## config.mk

```make
export PLATFORM = sky130hd
export DESIGN_NAME = uartRxPacker
export DESIGN_NICKNAME = d
export VERILOG_FILES = /design/src/rtl/uartRxPackPkg.sv /design/src/rtl/rxPackData.sv /design/src/rtl/rxPackCtl.sv /design/src/rtl/uartRxPacker.sv
export SDC_FILE = /design/constraint.sdc
export NUM_CORES = 1
export LEC_CHECK = 0
export BUFFER_PORTS_ARGS = -buffer_cell sky130_fd_sc_hd__buf_2
export CELL_PAD_IN_SITES_DETAIL_PLACEMENT = 1
export CELL_PAD_IN_SITES_GLOBAL_PLACEMENT = 1
export CORE_MARGIN = 3
export CORE_UTILIZATION = 47
export DETAILED_ROUTE_END_ITERATION = 10
export MAX_ROUTING_LAYER = met4
export PLACE_DENSITY_LB_ADDON = 0.12
export SYNTH_ARGS = -nofsm -noshare
export SYNTH_HDL_FRONTEND = slang
export SYNTH_SLANG_ARGS = --single-unit
export TNS_END_PERCENT = 100
```

## constraint.sdc

```tcl
create_clock -name clk -period 10.4 [get_ports clk]
set_clock_uncertainty 0.05 [all_clocks]
set_input_delay 0.52 -clock clk [delete_from_list [all_inputs] [get_ports clk]]
set_output_delay 0.52 -clock clk [all_outputs]
set_load 0.02 [all_outputs]
```

## src/rtl/uartRxPackPkg.sv

```systemverilog
package uartRxPackPkg;

  localparam int ADDR_W = 12;
  localparam int WORD_W = 32;
  localparam int LANES  = WORD_W / 8;
  localparam int PCNT_W = 3;

  // register byte offsets
  localparam logic [ADDR_W-1:0] OFS_RXLEN  = 12'h034;
  localparam logic [ADDR_W-1:0] OFS_FILL   = 12'h050;
  localparam logic [ADDR_W-1:0] OFS_STATUS = 12'h0A4;
  localparam logic [ADDR_W-1:0] OFS_CMD    = 12'h0A8;
  localparam logic [ADDR_W-1:0] OFS_DATA   = 12'h140;

  // command codes, low field [7:4]
  localparam logic [3:0] LO_RX_RESET  = 4'h1;
  localparam logic [3:0] LO_CLR_OVR   = 4'h3;
  localparam logic [3:0] LO_CLR_STALE = 4'h8;
  // command codes, high field [11:8]
  localparam logic [3:0] HI_FORCE     = 4'h4;
  localparam logic [3:0] HI_STALE_OFF = 4'h6;

  // strobes from control to datapath
  typedef struct packed {
    logic clear;
    logic accept;
    logic flush;
    logic pop;
  } rxStrobes_t;

endpackage

```

## src/rtl/rxPackData.sv

```systemverilog
module rxPackData
  import uartRxPackPkg::*;
#(
  parameter int DEPTH = 8,
  localparam int CNT_W = $clog2(DEPTH + 1),
  localparam int PTR_W = (DEPTH > 1) ? $clog2(DEPTH) : 1
) (
  input  logic              clk,
  input  logic              rstN,
  input  rxStrobes_t        strb,
  input  logic [7:0]        byteData,
  output logic [PCNT_W-1:0] byteCnt,
  output logic [CNT_W-1:0]  fifoCount,
  output logic [WORD_W-1:0] fifoHead,
  output logic              fifoFull
);

  logic [WORD_W-1:0] fullWord;
  logic [WORD_W-1:0] flushWord;
  logic [WORD_W-1:0] pushWord;
  logic              wordDone;
  logic              push;

  assign wordDone = strb.accept && (byteCnt == PCNT_W'(LANES - 1));
  assign fifoFull = (fifoCount == CNT_W'(DEPTH));
  assign push     = wordDone || (strb.flush && (byteCnt != '0) && !fifoFull);
  assign pushWord = wordDone ? fullWord : flushWord;

  // one register per byte lane
  for (genvar i = 0; i < LANES; i++) begin : g_lane
    logic [7:0] laneR;
    always_ff @(posedge clk or negedge rstN) begin
      if (!rstN) begin
        laneR <= '0;
      end else if (strb.clear || strb.flush || wordDone) begin
        laneR <= '0;
      end else if (strb.accept && (byteCnt == PCNT_W'(i))) begin
        laneR <= byteData;
      end
    end
    assign fullWord[8*i +: 8]  = (i == LANES - 1) ? byteData : laneR;
    assign flushWord[8*i +: 8] = (PCNT_W'(i) < byteCnt) ? laneR : 8'h00;
  end

  always_ff @(posedge clk or negedge rstN) begin
    if (!rstN) begin
      byteCnt <= '0;
    end else if (strb.clear || strb.flush || wordDone) begin
      byteCnt <= '0;
    end else if (strb.accept) begin
      byteCnt <= byteCnt + PCNT_W'(1);
    end
  end

  // word queue
  logic [WORD_W-1:0] mem [DEPTH];
  logic [PTR_W-1:0]  wrPtr;
  logic [PTR_W-1:0]  rdPtr;

  function automatic logic [PTR_W-1:0] ptrNext(input logic [PTR_W-1:0] p);
    return (p == PTR_W'(DEPTH - 1)) ? '0 : p + PTR_W'(1);
  endfunction

  always_ff @(posedge clk) begin
    if (push) mem[wrPtr] <= pushWord;
  end

  always_ff @(posedge clk or negedge rstN) begin
    if (!rstN) begin
      wrPtr     <= '0;
      rdPtr     <= '0;
      fifoCount <= '0;
    end else if (strb.clear) begin
      wrPtr     <= '0;
      rdPtr     <= '0;
      fifoCount <= '0;
    end else begin
      if (push) wrPtr <= ptrNext(wrPtr);
      if (strb.pop) rdPtr <= ptrNext(rdPtr);
      case ({push, strb.pop})
        2'b10:   fifoCount <= fifoCount + CNT_W'(1);
        2'b01:   fifoCount <= fifoCount - CNT_W'(1);
        default: fifoCount <= fifoCount;
      endcase
    end
  end

  assign fifoHead = mem[rdPtr];

endmodule

```

## src/rtl/rxPackCtl.sv

```systemverilog
module rxPackCtl
  import uartRxPackPkg::*;
#(
  parameter int LEN_W = 16,
  parameter int CNT_W = 4
) (
  input  logic              clk,
  input  logic              rstN,
  input  logic              byteValid,
  input  logic              busWrite,
  input  logic              busRead,
  input  logic [ADDR_W-1:0] busAddr,
  input  logic [WORD_W-1:0] busWdata,
  input  logic [PCNT_W-1:0] byteCnt,
  input  logic [CNT_W-1:0]  fifoCount,
  input  logic [WORD_W-1:0] fifoHead,
  input  logic              fifoFull,
  output rxStrobes_t        strb,
  output logic [WORD_W-1:0] busRdata,
  output logic              staleIrq,
  output logic              overrun
);

  logic             cmdWr;
  logic             lenWr;
  logic [3:0]       cmdLo;
  logic [3:0]       cmdHi;
  logic [LEN_W-1:0] remaining;
  logic             staleEn;
  logic             roomForByte;
  logic             setOvr;
  logic             fifoNonEmpty;

  assign cmdWr = busWrite && (busAddr == OFS_CMD);
  assign lenWr = busWrite && (busAddr == OFS_RXLEN);
  assign cmdLo = busWdata[7:4];
  assign cmdHi = busWdata[11:8];

  assign fifoNonEmpty = (fifoCount != '0);
  assign roomForByte  = !((byteCnt == PCNT_W'(LANES - 1)) && fifoFull);

  always_comb begin
    strb.clear  = cmdWr && (cmdLo == LO_RX_RESET);
    strb.flush  = cmdWr && (cmdHi == HI_FORCE) && staleEn && !strb.clear;
    strb.accept = byteValid && !strb.clear && !strb.flush &&
                  (remaining != '0) && roomForByte;
    strb.pop    = busRead && (busAddr == OFS_DATA) && fifoNonEmpty && !strb.clear;
  end

  assign setOvr = (byteValid && !strb.clear && !strb.accept) ||
                  (strb.flush && (byteCnt != '0) && fifoFull);

  always_ff @(posedge clk or negedge rstN) begin
    if (!rstN) begin
      remaining <= '0;
    end else if (strb.clear || strb.flush) begin
      remaining <= '0;
    end else if (lenWr) begin
      remaining <= busWdata[LEN_W-1:0];
    end else if (strb.accept) begin
      remaining <= remaining - LEN_W'(1);
    end
  end

  always_ff @(posedge clk or negedge rstN) begin
    if (!rstN) begin
      overrun <= 1'b0;
    end else if (strb.clear) begin
      overrun <= 1'b0;
    end else if (setOvr) begin
      overrun <= 1'b1;
    end else if (cmdWr && (cmdLo == LO_CLR_OVR)) begin
      overrun <= 1'b0;
    end
  end

  always_ff @(posedge clk or negedge rstN) begin
    if (!rstN) begin
      staleIrq <= 1'b0;
      staleEn  <= 1'b1;
    end else if (strb.clear) begin
      staleIrq <= 1'b0;
      staleEn  <= 1'b1;
    end else begin
      if (strb.flush) begin
        staleIrq <= 1'b1;
      end else if (cmdWr && (cmdLo == LO_CLR_STALE)) begin
        staleIrq <= 1'b0;
      end
      if (cmdWr && (cmdHi == HI_STALE_OFF)) staleEn <= 1'b0;
    end
  end

  always_comb begin
    busRdata = '0;
    if (busRead) begin
      case (busAddr)
        OFS_RXLEN:  busRdata = WORD_W'(remaining);
        OFS_FILL:   busRdata = WORD_W'({byteCnt, 7'b0});
        OFS_STATUS: busRdata = WORD_W'({overrun, 3'b000, fifoNonEmpty});
        OFS_DATA:   busRdata = fifoNonEmpty ? fifoHead : '0;
        default:    busRdata = '0;
      endcase
    end
  end

endmodule

```

## src/rtl/uartRxPacker.sv

```systemverilog
module uartRxPacker
  import uartRxPackPkg::*;
#(
  parameter int FIFO_DEPTH = 8,
  parameter int LEN_W      = 16
) (
  input  logic        clk,
  input  logic        rstN,
  input  logic        byteValid,
  input  logic [7:0]  byteData,
  input  logic        busWrite,
  input  logic        busRead,
  input  logic [11:0] busAddr,
  input  logic [31:0] busWdata,
  output logic [31:0] busRdata,
  output logic        staleIrq
);

  localparam int CNT_W = $clog2(FIFO_DEPTH + 1);

  rxStrobes_t        strb;
  logic [PCNT_W-1:0] byteCnt;
  logic [CNT_W-1:0]  fifoCount;
  logic [WORD_W-1:0] fifoHead;
  logic              fifoFull;
  logic              overrun;

  rxPackCtl #(
    .LEN_W(LEN_W),
    .CNT_W(CNT_W)
  ) u_ctl (
    .clk      (clk),
    .rstN     (rstN),
    .byteValid(byteValid),
    .busWrite (busWrite),
    .busRead  (busRead),
    .busAddr  (busAddr),
    .busWdata (busWdata),
    .byteCnt  (byteCnt),
    .fifoCount(fifoCount),
    .fifoHead (fifoHead),
    .fifoFull (fifoFull),
    .strb     (strb),
    .busRdata (busRdata),
    .staleIrq (staleIrq),
    .overrun  (overrun)
  );

  rxPackData #(
    .DEPTH(FIFO_DEPTH)
  ) u_data (
    .clk      (clk),
    .rstN     (rstN),
    .strb     (strb),
    .byteData (byteData),
    .byteCnt  (byteCnt),
    .fifoCount(fifoCount),
    .fifoHead (fifoHead),
    .fifoFull (fifoFull)
  );

endmodule

```

==> flow_summary_export.csv, run 1 <==
group,metric,value,unit
outcome,status,"completed",
setup_path,cp_top_family,"buffers and inverters",
drt,drt_iter0_drc,603,
global_routing,grt_antenna_before_repair,0,
placed_design,gp_congestion,0.779,
setup_path,worstReg2RegEnd,"u_data.fifoCount[3]",
clock_tree,holdBufCountCts,0,
clock_tree,post-cts-setup-buffer-count,0,
yosys,synth_top_area_cell,"edfxtp_1",
floorplan,core_region_area,28100,sq um
setup_path,critPathCapture,"busRdata[7]",
yosys,synth-seq-cells,320,
pwr,p_leak,5.46,nW
setup_path,critical-path-max-stage-delay,0.80,ns
yosys,synth_cells,822,
placed_design,dpl.hpwl,19.6,mm
yosys,synth_top_cell_area_share,0.567,
flow_run,max-cap-violations,0,
yosys,synthDistinctLibCells,65,
setup_path,worst-path-stages,6,
global_routing,grt_pass1_vias,8467,
setup_path,required,9.83,ns
timing,worst_pin_slew,1.20,ns
floorplan,die_height,176,um
setup_path,crit_chain,"buf_4, mux4_2, mux2_2, a222oi_1, nor2b_1, buf_2",
setup_path,critical_path.max_fanout,46,
setup_path,worst_path_max_delay_cell,"buf_4",
setup_path,ff2ff_setup_slack,6.63,ns
drt,vias_per_cell,5.78,
yosys,async_reset_ff_frac,0.200,
layout,fin_area,15600,sq um
clock_tree,clkTransAtPathRegs,0.06,ns
timing,setup-violations-final,0,
clock_tree,clock-sinks,320,
pwr,peakVddDrop,143,uV
layout,synthToLayoutAreaGrowth,14.9,%
placed_design,numPortBuffers,73,
global_routing,grt.overflow.total,0,
layout,antenna_cells,0,
global_routing,busiest_layer,"met2",
floorplan,die_area,30900,sq um
yosys,synth_edf_count,256,
layout,fillers,2653,
clock_tree,ctsRootBufferMaster,"clkbuf_16",
setup_path,worst-path-buf-inv,2,
global_routing,track_usage,0.223,
yosys,avgSynthCellArea,16.5,sq um
yosys,yosys-top-cells-count,"edfxtp_1, nor2_1, mux4_2",
pwr,power_density,222,nW/um^2
drt,wl_per_cell,25.0,um
timing,hold_violations,0,
yosys,ys.flop_type,"edfxtp_1",
timing,fin_setup_tns,0,ns
layout,utilization,0.555,
clock_tree,clk_path_buf_depth,3,
setup_path,cp-start-kind,"flip-flop",
yosys,yosysMostFrequentCell,"edfxtp_1",
global_routing,grt_max_degree,67,
yosys,synth_area_leaders,"edfxtp_1, dfrtp_1, mux4_2",
floorplan,die_w,176,um
clock_tree,cts-buffers-inserted,36,
hold_path,hp-class,"in -> async",
placed_design,placed_area,14400,sq um
setup_path,crit_arrival,3.52,ns
drt,remaining_drc_errors,0,
floorplan,pin_count,90,
drt,dr.pass1.iters,5,
clock_tree,tritoncts,"built",
setup_path,critPathKind,"reg -> out",
placed_design,dp_cells,1248,
setup_path,reg2reg_depth,13,
clock_tree,clk_latency,0.51,ns
timing,timing.fmax,244,MHz
clock_tree,htreeDepth,2,
pwr,power,0.00346,W
timing,post-route-min-period,4.09,ns
global_routing,grt_util_met1,0.295,
setup_path,startpoint,"u_data.rdPtr[0]",
floorplan,initial_core_util,0.483,
clock_tree,post_cts_resized,0,
timing,relSlewSlack,0.198,
drt,num_vias,7589,
setup_path,r2r-start,"u_ctl.remaining[0]",
global_routing,grt_use_met2,0.373,
layout,nNetsFinal,975,
timing,finalCritPeriodShare,0.394,
layout,drive_gt1_frac,0.255,
setup_path,worst_setup_path_end_kind,"output pin",
yosys,synth_area,13600,sq um
timing,rsz0062_at_grt,"false",
global_routing,grtUsageMet3,0.0296,
yosys,synth_seq_area_share,0.685,
layout,instances_no_fill,1314,
yosys,syn_nets,889,
drt,routed_wirelength,32.8,mm
timing,maxSlewViolCount,0,
yosys,yosysWarnings,0,
drt,ant_nets,0,
floorplan,rows,61,
global_routing,grt_pass1_wl,50.7,mm
flip-flops by register name, summed over array words and instances (netlist names):
| signal | flops |
|---|---|
| u_data.mem | 256 |
| u_data.g_lane.laneR | 32 |
| u_data.fifoCount | 4 |
| u_data.byteCnt | 3 |
| u_ctl.staleIrq | 1 |
| u_ctl.remaining | 16 |
| u_ctl.staleEn | 1 |
| u_ctl.overrun | 1 |
| u_data.wrPtr | 3 |
| u_data.rdPtr | 3 |
per-stage QoR:
stage	hold slack (ns)	setup slack (ns)
floorplan	0.174	5.67
global placement	0.410	6.77
detailed placement	0.405	6.68
CTS	0.188	6.17
global route	0.214	6.00
finish	0.171	6.31
routing by layer:
layer	vias up	part of all wire
met5	-	0
met4	0	0.019
met3	57	0.037
met2	149	0.51
met1	3997	0.43
li1	3386	-
power by group:
part	leakage (nW)	switching [W]	internal [W]
logic	1.70	0.000316	0.000176
clock network	0.579	0.000500	0.000751
registers	3.18	0.000115	0.00160
layout make-up:
class                   instances  area, sq um  area share
inverters                       6         22.5     0.00145
flip-flops and latches        320         9300       0.597
well taps                     378          473      0.0304
clock buffers                  42          976      0.0627
clock inverters                24          216      0.0139
repair buffers                 87          470      0.0302
multi-input cells             457         4120       0.265
kinds of logic (layout without fill, tap and decap cells):
group,count (synthesis),count (layout),synth area share
adder cells (fa/ha/maj),10,10,0.00923
XOR/XNOR,19,19,0.0123
buffers and inverters,45,159,0.0154
AO/OA/AOI/OAI,84,84,0.0400
AND/OR/NAND/NOR,218,218,0.0853
flip-flops,320,320,0.685
multiplexers,126,126,0.153
placed cells by master (no fill, tap or decap), types with 24 or more instances in the layout:
cell type,count
dfrtp_1,60
nor2b_1,28
mux2i_1,57
nand2_1,24
buf_2,73
mux4_2,64
nor2_1,83
clkbuf_16,38
a21oi_1,33
edfxtp_1,256
worst min path at each step:
stage                                to  slack (ns)
floorplan                 u_ctl.overrun        0.17
detailed placement        u_ctl.staleEn        0.41
finish                  u_data.wrPtr[2]        0.17
global placement          u_ctl.staleEn        0.41
CTS                 u_data.fifoCount[0]        0.19
global route         u_ctl.remaining[1]        0.21
worst reg2reg max path, cell delays in order, from the launching register on:
cell,delay (ns)
dfrtp_1,0.43
inv_1,0.09
ha_1,0.24
nor4b_1,0.48
nand4b_4,0.18
nand3_1,0.38
o22a_2,0.44
and3_1,0.31
ha_1,0.31
a31oi_1,0.26
a21oi_1,0.08
mux2i_1,0.16
o22ai_1,0.09
a21o_1,0.16
Note: power is estimated with default switching activity, not from simulation.
==> inputs of run 2 (changes only) <==
Clock period 10.4 ns to 3.4 ns, I/O delays scaled along.
==> flow_summary_export.csv, run 2 (same netlist as run 1, synthesis figures left out) <==
group,metric,value,unit
outcome,status,"completed",
layout,multiInputGateArea,4140,sq um
drt,ant_nets,0,
global_routing,grt.overflow.total,0,
placed_design,gp_congestion,0.826,
setup_path,ff2ff_setup_slack,0.38,ns
clock_tree,clk_latency,0.51,ns
timing,setup-violations-final,0,
layout,largest_register,"u_data.mem",
floorplan,die_height,176,um
timing,timing.fmax,331,MHz
floorplan,rows,61,
layout,drive_gt1_frac,0.259,
setup_path,required,3.74,ns
setup_path,reg2reg_depth,11,
layout,fin_area,16100,sq um
pwr,p_leak,5.65,nW
global_routing,grtUsageMet3,0.0316,
timing,maxSlewViolCount,0,
clock_tree,clk_path_buf_depth,3,
drt,routed_wirelength,33.2,mm
setup_path,r2r-start,"u_data.fifoCount[1]",
clock_tree,ctsRootBufferMaster,"clkbuf_16",
layout,synthToLayoutAreaGrowth,18.4,%
layout,top_regs,"u_data.mem x256, u_data.g_lane.laneR x32, u_ctl.remaining x16",
hold_path,hold_path_depth,3,
clock_tree,clkTransAtPathRegs,0.06,ns
drt,remaining_drc_errors,0,
global_routing,grt_pass1_vias,8522,
placed_design,numPortBuffers,73,
hold_path,holdPathEnd,"u_ctl.remaining[8]",
timing,relSlewSlack,0.375,
timing,rsz0062_at_grt,"false",
pwr,power.switching,0.00281,W
floorplan,pin_count,90,
layout,largest_reg_flops,256,
global_routing,grt_util_met1,0.307,
pwr,peakVddDrop,476,uV
hold_path,worstHoldStart,"busWdata[8]",
setup_path,worst_setup_path_end_kind,"flip-flop",
floorplan,core_region_area,28100,sq um
global_routing,grt_pass1_wl,51.8,mm
timing,post-route-min-period,3.02,ns
setup_path,cp-start-kind,"flip-flop",
timing,finalCritPeriodShare,0.889,
clock_tree,htreeDepth,2,
layout,layout_common_cells,"edfxtp_1, nor2_1, buf_2",
setup_path,worst-path-buf-inv,0,
setup_path,worst-path-stages,11,
global_routing,busiest_layer,"met2",
layout,final_common_cell,"edfxtp_1",
drt,wl_per_cell,24.5,um
timing,fin_setup_tns,0,ns
setup_path,critical-path-max-stage-delay,0.66,ns
timing,worst_pin_slew,0.931,ns
layout,fillers,2639,
drt,drt_iter0_drc,565,
floorplan,die_area,30900,sq um
clock_tree,cts-buffers-inserted,35,
layout,register_area,9300,sq um
global_routing,grt_max_degree,67,
setup_path,crit_arrival,3.36,ns
placed_design,placed_area,14700,sq um
placed_design,dpl.hpwl,20.7,mm
pwr,internal_power,0.00780,W
flow_run,max-cap-violations,0,
setup_path,worst_path_max_delay_cell,"or4b_1",
layout,nNetsFinal,1016,
pwr,seq_power_share,0.493,
setup_path,critical_path.max_fanout,7,
drt,num_vias,7762,
timing,hold_violations,0,
pwr,p_sw_frac,0.265,
floorplan,initial_core_util,0.483,
setup_path,cp_top_family,"simple AND/OR/NAND/NOR gates",
drt,dr.pass1.iters,5,
pwr,p_comb_frac,0.152,
floorplan,die_w,176,um
global_routing,grt_antenna_before_repair,1,
pwr,power_density,661,nW/um^2
global_routing,track_usage,0.228,
drt,vias_per_cell,5.73,
global_routing,grt_use_met2,0.377,
pwr,pwr-share-clk,0.354,
setup_path,critPathKind,"reg -> reg",
clock_tree,tritoncts,"built",
setup_path,worstReg2RegEnd,"u_data.fifoCount[3]",
setup_path,crit_chain,"or4b_1, nor2b_1, nand3_1, o22a_2, and3_1, ha_1, a31oi_1, a21oi_1, mux2i_1, o22ai_1, a21o_1",
clock_tree,clock-sinks,320,
hold_path,hp-class,"in -> reg",
-- run 2: cell count changes in the layout (fill, tap and decap cells not counted), moves of 3 or more --
cell	delta
clkbuf_1	+5
buf_12	+10
inv_6	+3
buf_4	+7
clkinv_1	-3
clkbuf_16	-3
dlygate4sd3_1	+25
-- run 2: final cells by class --
class	instances	share of cell area
Tap cell	378	0.0295
Multi-Input combinational cell	457	0.258
Antenna cell	1	0.000156
Timing Repair Buffer	129	0.0606
Clock buffer	43	0.0564
Inverter	6	0.00140
Clock inverter	20	0.0148
Sequential cell	320	0.579
-- run 2: power groups by stage --
stage,clock network [W],logic (W),registers [W]
after floorplan,0,0.00106,0.00518
after global placement,0,0.00147,0.00526
after detailed placement,0,0.00159,0.00530
after CTS,0.00385,0.00163,0.00523
after global routing,0.00403,0.00180,0.00528
final,0.00376,0.00161,0.00524
-- run 2: how the worst max path moves through the flow --
stage,startpoint,end,slack [ns]
6_report,u_data.fifoCount[1],u_data.fifoCount[3],0.38
5_1_grt,u_ctl.remaining[0],u_data.fifoCount[3],0.06
4_1_cts,u_ctl.remaining[0],u_data.fifoCount[3],0.20
3_5_place_dp,u_ctl.remaining[0],u_data.fifoCount[3],0.28
3_3_place_gp,u_ctl.remaining[0],u_data.fifoCount[3],0.39
2_1_floorplan,u_ctl.remaining[0],u_data.mem[2][0],-0.12
-- run 2: per-stage QoR --
stage,hold WS [ns],power [W],instances,worst slack (ns),util
after floorplan,-0.176,0.00624,822,-0.123,-
after global placement,-0.0139,0.00674,1265,0.392,0.522
after detailed placement,-0.00993,0.00689,1265,0.284,0.522
after CTS,0.000652,0.0107,1353,0.204,0.571
after global routing,0.0159,0.0111,1354,0.0627,0.572
final,0.00949,0.0106,1354,0.379,0.572
-- run 2: worst register-to-register path: stages (launching register included) --
cell and delay, ns:
dfrtp_1 0.45, or4b_1 0.67, nor2b_1 0.18, nand3_1 0.10
o22a_2 0.19, and3_1 0.23, ha_1 0.31, a31oi_1 0.23
a21oi_1 0.07, mux2i_1 0.18, o22ai_1 0.09, a21o_1 0.15
-- run 2: what timing repair did --
action | 4_1_cts | 5_1_grt
endpoints found under the setup margin | 0 | 1
resized for setup | 0 | 1
buffers inserted | 0 | 0
hold buffers | 25 | 0
hold endpoints to repair | 37 | 0
-- run 2: layer usage --
metal	routed length, um	vias up	part of all wire
li1	-	3460	-
met1	14400	4089	0.43
met2	17000	169	0.51
met3	1220	44	0.037
met4	585	0	0.018
met5	0	-	0
